File: src/rtl/ext_irq_pkg.sv
package ext_irq_pkg;

    // Per-channel persistence filter states
    typedef enum logic [1:0] {
        FLT_IDLE  = 2'd0,
        FLT_COUNT = 2'd1,
        FLT_FIRED = 2'd2
    } flt_state_e;

    // Select code of the control/status word
    localparam int unsigned CTRL_SEL = 0;

endpackage

File: src/rtl/ext_irq_sync.sv
module ext_irq_sync #(
    parameter int unsigned W      = 2,
    parameter int unsigned STAGES = 2
) (
    input  logic         clk,
    input  logic         rst_n,
    input  logic [W-1:0] d,
    output logic [W-1:0] q
);

    logic [W-1:0] stg [STAGES];

    always_ff @(posedge clk or negedge rst_n) begin
        if (!rst_n) begin
            for (int k = 0; k < int'(STAGES); k++) stg[k] <= '0;
        end else begin
            stg[0] <= d;
            for (int k = 1; k < int'(STAGES); k++) stg[k] <= stg[k-1];
        end
    end

    assign q = stg[STAGES-1];

endmodule

File: src/rtl/ext_irq_chan.sv
module ext_irq_chan
    import ext_irq_pkg::*;
#(
    parameter int unsigned THR_W = 20
) (
    input  logic             clk,
    input  logic             rst_n,
    input  logic             act,
    input  logic             flt_on,
    input  logic [THR_W-1:0] thr,
    output logic             set_pulse
);

    localparam int unsigned CW = THR_W + 1;

    flt_state_e       state_q, state_d;
    logic [THR_W-1:0] cnt_q, cnt_d;
    logic             reached;

    // Threshold test on the count this cycle would reach; bypass always qualifies
    always_comb reached = !flt_on || (({1'b0, cnt_q} + CW'(1)) >= {1'b0, thr});

    always_ff @(posedge clk or negedge rst_n) begin
        if (!rst_n) begin
            state_q <= FLT_IDLE;
            cnt_q   <= '0;
        end else begin
            state_q <= state_d;
            cnt_q   <= cnt_d;
        end
    end

    always_comb begin
        state_d = state_q;
        cnt_d   = cnt_q;
        unique case (state_q)
            FLT_IDLE, FLT_COUNT: begin
                if (!act) begin
                    state_d = FLT_IDLE;
                    cnt_d   = '0;
                end else if (reached) begin
                    state_d = FLT_FIRED;
                end else begin
                    state_d = FLT_COUNT;
                    cnt_d   = cnt_q + THR_W'(1);
                end
            end
            FLT_FIRED: begin
                if (!act) begin
                    state_d = FLT_IDLE;
                    cnt_d   = '0;
                end
            end
            default: begin
                state_d = FLT_IDLE;
                cnt_d   = '0;
            end
        endcase
    end

    // One set pulse on entry to FIRED
    always_comb set_pulse = act && (state_q != FLT_FIRED) && reached;

endmodule

File: src/rtl/ext_irq_filter.sv
module ext_irq_filter
    import ext_irq_pkg::*;
#(
    parameter int unsigned NCH     = 2,
    parameter int unsigned THR_W   = 20,
    parameter int unsigned DATA_W  = 32,
    parameter int unsigned SYNC_N  = 2,
    parameter int unsigned THR_RST = 'hFFFF
) (
    input  logic                          clk,
    input  logic                          rst_n,
    input  logic [NCH-1:0]                pin_in,
    input  logic                          wr_en,
    input  logic [$clog2(NCH+1)-1:0]      wr_sel,
    input  logic [DATA_W-1:0]             wr_data,
    input  logic [$clog2(NCH+1)-1:0]      rd_sel,
    output logic [DATA_W-1:0]             rd_data,
    output logic [NCH-1:0]                irq_out
);

    localparam int unsigned SEL_W = $clog2(NCH + 1);
    localparam int unsigned FEN_B = THR_W;

    logic [NCH-1:0]             sync_q;
    logic [NCH-1:0]             set_ev;
    logic [NCH-1:0]             stat_q;
    logic [NCH-1:0]             en_q;
    logic [NCH-1:0][THR_W-1:0]  thr_q;
    logic [NCH-1:0]             fen_q;
    logic                       wr_ctrl;
    logic                       unused_wr_hi;

    assign wr_ctrl      = wr_en && (wr_sel == SEL_W'(CTRL_SEL));
    assign unused_wr_hi = ^wr_data[DATA_W-1:THR_W+1];

    ext_irq_sync #(.W(NCH), .STAGES(SYNC_N)) u_sync (
        .clk   (clk),
        .rst_n (rst_n),
        .d     (pin_in),
        .q     (sync_q)
    );

    for (genvar i = 0; i < int'(NCH); i++) begin : g_ch
        ext_irq_chan #(.THR_W(THR_W)) u_chan (
            .clk       (clk),
            .rst_n     (rst_n),
            .act       (sync_q[i]),
            .flt_on    (fen_q[i]),
            .thr       (thr_q[i]),
            .set_pulse (set_ev[i])
        );

        always_ff @(posedge clk or negedge rst_n) begin
            if (!rst_n) begin
                thr_q[i] <= THR_W'(THR_RST);
                fen_q[i] <= 1'b0;
            end else if (wr_en && (wr_sel == SEL_W'(i + 1))) begin
                thr_q[i] <= wr_data[THR_W-1:0];
                fen_q[i] <= wr_data[FEN_B];
            end
        end
    end

    // Status: write-1 clear, set event has priority
    always_ff @(posedge clk or negedge rst_n) begin
        if (!rst_n) begin
            stat_q <= '0;
            en_q   <= '0;
        end else begin
            stat_q <= (stat_q & ~(wr_ctrl ? wr_data[NCH-1:0] : '0)) | set_ev;
            if (wr_ctrl) en_q <= wr_data[2*NCH-1:NCH];
        end
    end

    always_comb begin
        rd_data = '0;
        if (rd_sel == SEL_W'(CTRL_SEL)) rd_data[2*NCH-1:0] = {en_q, stat_q};
        for (int i = 0; i < int'(NCH); i++) begin
            if (rd_sel == SEL_W'(i + 1)) rd_data[FEN_B:0] = {fen_q[i], thr_q[i]};
        end
    end

    assign irq_out = en_q & stat_q;

endmodule

File: config.mk
export PLATFORM = sky130hd
export DESIGN_NAME = ext_irq_filter
export DESIGN_NICKNAME = d
export VERILOG_FILES = /design/src/rtl/ext_irq_pkg.sv /design/src/rtl/ext_irq_sync.sv /design/src/rtl/ext_irq_chan.sv /design/src/rtl/ext_irq_filter.sv
export SDC_FILE = /design/constraint.sdc
export NUM_CORES = 1
export LEC_CHECK = 0
export CAP_MARGIN = 30
export CORE_MARGIN = 5
export CORE_UTILIZATION = 51
export DETAILED_ROUTE_END_ITERATION = 10
export PLACE_DENSITY = 0.84
export SYNTH_ARGS = -nofsm -noshare
export SYNTH_HDL_FRONTEND = slang
export SYNTH_SLANG_ARGS = --single-unit
File: constraint.sdc
create_clock -name clk -period 3.6 [get_ports clk]
set_clock_uncertainty 0.15 [all_clocks]
set_input_delay 0.72 -clock clk [delete_from_list [all_inputs] [get_ports clk]]
set_output_delay 0.72 -clock clk [all_outputs]
set_load 0.1 [all_outputs]
; ---- Yosys cells after proc, flatten, opt, wreduce, memory -nomap -nowiden
; Cells that the tools add are included.
[word_totals]
register_bits = 94
inputBits = 41
out_inout_bits = 34
[classes]
add_sub_neg = 4
n_lt_le_gt_ge = 2
n_eq_ne = 14
n_mux = 20
bitwise_logic = 4
reduce_logical = 19
[ops]
columns = operator, count
row1 = two-way mux 20 bit, 6
row2 = one-hot mux 20 bit (2 select lines), 2
row3 = "adder 20 x 1 -> 21 bit, second input constant", 2
row4 = greater-or-equal comparator 21 x 20 -> 1 bit, 2
row5 = two-way mux 21 bit, 2
row6 = "adder 20 x 1 -> 20 bit, second input constant", 2
row7 = two-way mux 2 bit, 7
row8 = "== test 2 x 1 -> 1 bit, second input constant", 4
row9 = "== test 2 bit, second input constant", 4
row10 = zero test 2 bit, 4
row11 = "inequality test 2 bit, second input constant", 4
row12 = one-hot mux 2 bit (2 select lines), 2
row13 = logical AND 1 bit, 7
row14 = "inequality test 3 bit, second input constant", 2
row15 = bitwise AND 2 bit, 2
row16 = two-way mux 4 bit, 1
row17 = AND reduction 2 bit, 2
row18 = OR reduction 2 bit, 2
row19 = zero test 1 bit, 2
row20 = logical OR 1 bit, 2
row21 = NOT 2 bit, 1
row22 = bitwise OR 2 bit, 1

; ---- Logic depth before layout (Yosys ltp)
[depth]
word_depth = 6
ltp_mapped = 15
depth_no_buf = 13

; ---- By module
; Synthesis repeated with hierarchy kept, for this count alone.
[hier_totals]
cells_unflattened = 597
hier_area_um2 = 6194.7
[modules_own_cells]
columns = module, n_inst, cells_each, area_per_inst_um2, seq_area_each_um2
row1 = ext_irq_filter, 1, 149, 2213.4, 1191.1
row2 = ext_irq_chan at g_ch[1].u_chan, 1, 219, 1955.6, 550.5
row3 = ext_irq_chan at g_ch[0].u_chan, 1, 223, 1910.6, 550.5
row4 = ext_irq_sync, 1, 6, 115.1, 100.1

; ---- Worst setup path after synthesis
; No wires, ideal clock.
[synth_path]
path_kind = input-to-output
from = input port rd_sel[0]
to = output port rd_data[0]
t_arrival_ns = 3.181
t_required_ns = 2.730
slack_ns = -0.451
cell_stages = 3
path_buffers = 1
path_cell_list = clkbuf_1 -> mux2i_1 -> o21ai_0
[synth_between]
elab_chain_len = 4
[synth_rtl]
columns = item, line
row1 = from (decl), ext_irq_filter.sv:16  ; input logic [$clog2(NCH+1)-1:0] rd_sel,
row2 = zero test 2 bit, ext_irq_filter.sv:77  ; if (rd_sel == SEL_W'(CTRL_SEL)) rd_data[2*NCH-1:0] = {en_q, stat_q};
row3 = two-way mux 4 bit, ext_irq_filter.sv:77
row4 = two-way mux 21 bit, ext_irq_filter.sv:79  ; if (rd_sel == SEL_W'(i + 1)) rd_data[FEN_B:0] = {fen_q[i], thr_q[i]};
row5 = two-way mux 21 bit *, ext_irq_filter.sv:79
row6 = to (decl), ext_irq_filter.sv:17  ; output logic [DATA_W-1:0] rd_data,
; Mark *: on every way between the ends. The rest lies on a longest branch, timed or not.

; ---- Worst setup path after layout
[layout_path]
from = register g_ch[0].u_chan.cnt_q[1]
to = register g_ch[0].u_chan.cnt_q[7]
[layout_between]
elab_chain_len = 5
[layout_rtl]
columns = item, line
row1 = from (decl), ext_irq_chan.sv:17  ; logic [THR_W-1:0] cnt_q, cnt_d;
row2 = from (signal assigned), ext_irq_chan.sv:29  ; cnt_q <= cnt_d;
row3 = adder 20 x 1 -> 21 bit, ext_irq_chan.sv:21  ; always_comb reached = !flt_on || (({1'b0, cnt_q} + CW'(1)) >= {1'b0, thr});
row4 = greater-or-equal comparator 21 x 20 -> 1 bit, ext_irq_chan.sv:21
row5 = logical OR 1 bit, ext_irq_chan.sv:21
row6 = inequality test 3 bit (no source line), --
row7 = AND reduction 2 bit (no source line), --
; Parallel ways exist; a longest one is shown, timed or not. The select of a mux whose other input is x is not followed.
; A chain may end at the register's enable or synchronous reset.

==> flow_summary.toml <==
[outcome]
outcome = "completed"

[floorplanning]
die_height_um = 119
die_area_um2 = 14100
dieWidth_um = 119
core_area_um2 = 11500
pin_count = 75
start_util = 0.524
fp-row-count = 39

[sta]
slew_headroom = 0.535
fin_crit_ps = 3490
final.period_utilization = 0.971
max_freq_mhz = 286
setup_viol = 0
hold_viol_final = 0
slew_viol_final = 0
tightestPinTransition_ps = 698

[synthesis]
synth_warnings = 0
netlist.area_leader.share = 0.257
yosys-top-cells-count = "dfrtp_1 (62), nand2_1 (58), inv_1 (53)"
netlist_instances = 608
synthesis.area_um2 = 6030
ys_seq_area_frac = 0.397
synthArstFlopShare = 1.00
synth_seq_cells = 94
synth_ff_type = "dfrtp_1"
synth_most_common_cell = "dfrtp_1"
synth_edf_count = 0
synthTopCellsByArea = "dfrtp_1 (26%), dfstp_2 (14%), ha_1 (8.7%)"
yosysTopAreaCell = "dfrtp_1"
synth_cell_types = 59
syn_avg_cell_area_um2 = 9.92

[cts]
clockBufferDepth = 2
cts_root_buf = "clkbuf_16"
hold_buffers = 0
cts_tree = "built"
numCtsBuffers = 9
worstSkewPairLatency_ps = 350
htree_levels = 3
path_clk_slew_ps = 70
clock-sinks = 94

[setup_path]
arrival_ps = 3600
start_kind = "flop"
cp_num_cells = 15
slowest_stage = "or4_1"
critPathCaptureType = "flop"
cp_num_buf_inv = 3
worstPathCellList = "ha_4 > nand4_4 > buf_6 > nor2_4 > and4_4 > xor2_4 > ha_4 > a211oi_2 > nor2_2 > a2111oi_4 > a21oi_2 > buf_4 > buf_4 > or4_1 > o21ai_0"
reg2regPathDepth = 15
path_class = "flop to flop"
cp_max_fo = 6
required_ps = 3710
cpPeakStageDelay_ps = 460
crit_family = "simple AND/OR/NAND/NOR gates"

[detailed_routing]
drt_iter0_markers = 442
dr.pass1.iters = 6
via_per_inst = 6.03
drc = 0
antenna_left = 0
via_count = 5049
wl_um = 15800
drt-wirelength-per-cell_um = 18.8

[global_route]
grt-ovfl-total = 0
grt_max_degree = 49
grt_pass1_vias = 5215
grt_usage = 0.218
grt_pass1_wl_um = 25100
antenna_found_initial = 0

[power_and_ir_drop]
power.total_mw = 3.47
power_density_nw_per_um2 = 457
irDropWorstVdd_v = 0.000502
power.leakage_nw = 3.44

[finish]
stdcell_count = 837
nets = 772
area_growth_pct = 25.9
diodes = 0
nFillCells = 803
layout-drive-gt1-share = 0.294

[placed_design]
place_congestion = 0.914
dp_cells = 810
hpwl_um = 11200
port_buffers = 52

[worst_hold_path]
hold_class = "flop to flop"
worstHoldPathCells = 0

[job]
cap_violations = 0
-- logic make-up (layout without fill, tap and decap cells) --
family	count (synthesis)	in the layout	synth area share
AND/OR/NAND/NOR	181	182	0.155
AO/OA/AOI/OAI	103	103	0.130
flip-flops	94	94	0.397
buffers and inverters	91	166	0.0689
multiplexers	60	60	0.109
adder cells (fa/ha/maj)	42	42	0.0872
XOR/XNOR	36	36	0.0523
other	1	11	0.000622
-- through the flow --
step	setup WS (ps)	setup TNS (ps)	area (µm²)	util	hold WS, ps
6_report	106	0	7590	0.659	205
2_1_floorplan	111	0	6070	-	181
3_5_place_dp	-162	-1660	7020	0.609	188
4_1_cts	15.4	0	7380	0.641	206
3_3_place_gp	-24.4	-96.1	7020	0.609	187
5_1_grt	-61.9	-449	7590	0.659	213
-- cell type report --
cell class | count | area, µm² | share of cell area
clock buffer | 11 | 243 | 0.0320
clock inverter | 5 | 82.6 | 0.0109
inverter | 53 | 199 | 0.0262
multi-input combinational | 434 | 3420 | 0.450
sequential | 94 | 2400 | 0.316
tap | 143 | 179 | 0.0236
timing repair buffer | 97 | 1070 | 0.141
-- worst paths after layout --
path	startpoint	to	slack (ps)
setup / recovery	g_ch[0].u_chan.cnt_q[1]	g_ch[0].u_chan.cnt_q[7]	110
hold / removal	u_sync.stg[3]	u_sync.q[1]	200
setup reg to reg	g_ch[0].u_chan.cnt_q[1]	g_ch[0].u_chan.cnt_q[7]	110
hold reg to reg	u_sync.stg[3]	u_sync.q[1]	200
max in group asynchronous	rst_n	thr_q[28]	2170
min in group asynchronous	rst_n	g_ch[0].u_chan.cnt_q[3]	220
-- registers in the layout, indices dropped and copies added (netlist names) --
register,flops
u_sync.stg,2
stat_q,2
u_sync.q,2
en_q,2
g_ch.u_chan.state_q,4
fen_q,2
thr_q,40
g_ch.u_chan.cnt_q,40
-- cells in the final DEF, fill, tap and decap left out, drive strengths merged, types with 4 or more instances in the layout --
| cell type | count |
|---|---|
| and3 | 5 |
| and2 | 4 |
| nor3 | 14 |
| o22ai | 4 |
| xor2 | 7 |
| nand2 | 61 |
| nor2b | 7 |
| inv | 54 |
| dfrtp | 62 |
| nand3 | 25 |
| buf | 69 |
| a21oi | 20 |
| clkbuf | 11 |
| clkdlybuf4s50 | 28 |
| xnor2 | 29 |
| and4 | 5 |
| o2111a | 5 |
| ha | 42 |
| nor3b | 4 |
| dfstp | 32 |
| o21ai | 17 |
| a22o | 28 |
| a31oi | 5 |
| a221o | 7 |
| mux2 | 45 |
| mux2i | 15 |
| conb | 11 |
| nand4 | 15 |
| nor2 | 28 |
-- what timing repair did --
| action | CTS | global route |
|---|---|---|
| gates resized for setup | 6 | 33 |
| endpoints found under the setup margin | 19 | 32 |
| gates cloned | 0 | 2 |
| pin swaps | 4 | 14 |
| buffers inserted | 1 | 8 |
-- metal layers --
layer	routed length, µm	global-route usage	vias up
met5	0	0	-
met4	531	0.0927	0
met3	805	0.0454	50
met2	8150	0.389	185
met1	6280	0.255	2513
li1	-	-	2301
-- power breakdown --
group          switching, mW  internal [mW]
logic                  0.688          0.407
clock network          0.416          0.630
registers              0.106           1.22
Note: power is estimated with default switching activity, not from simulation.
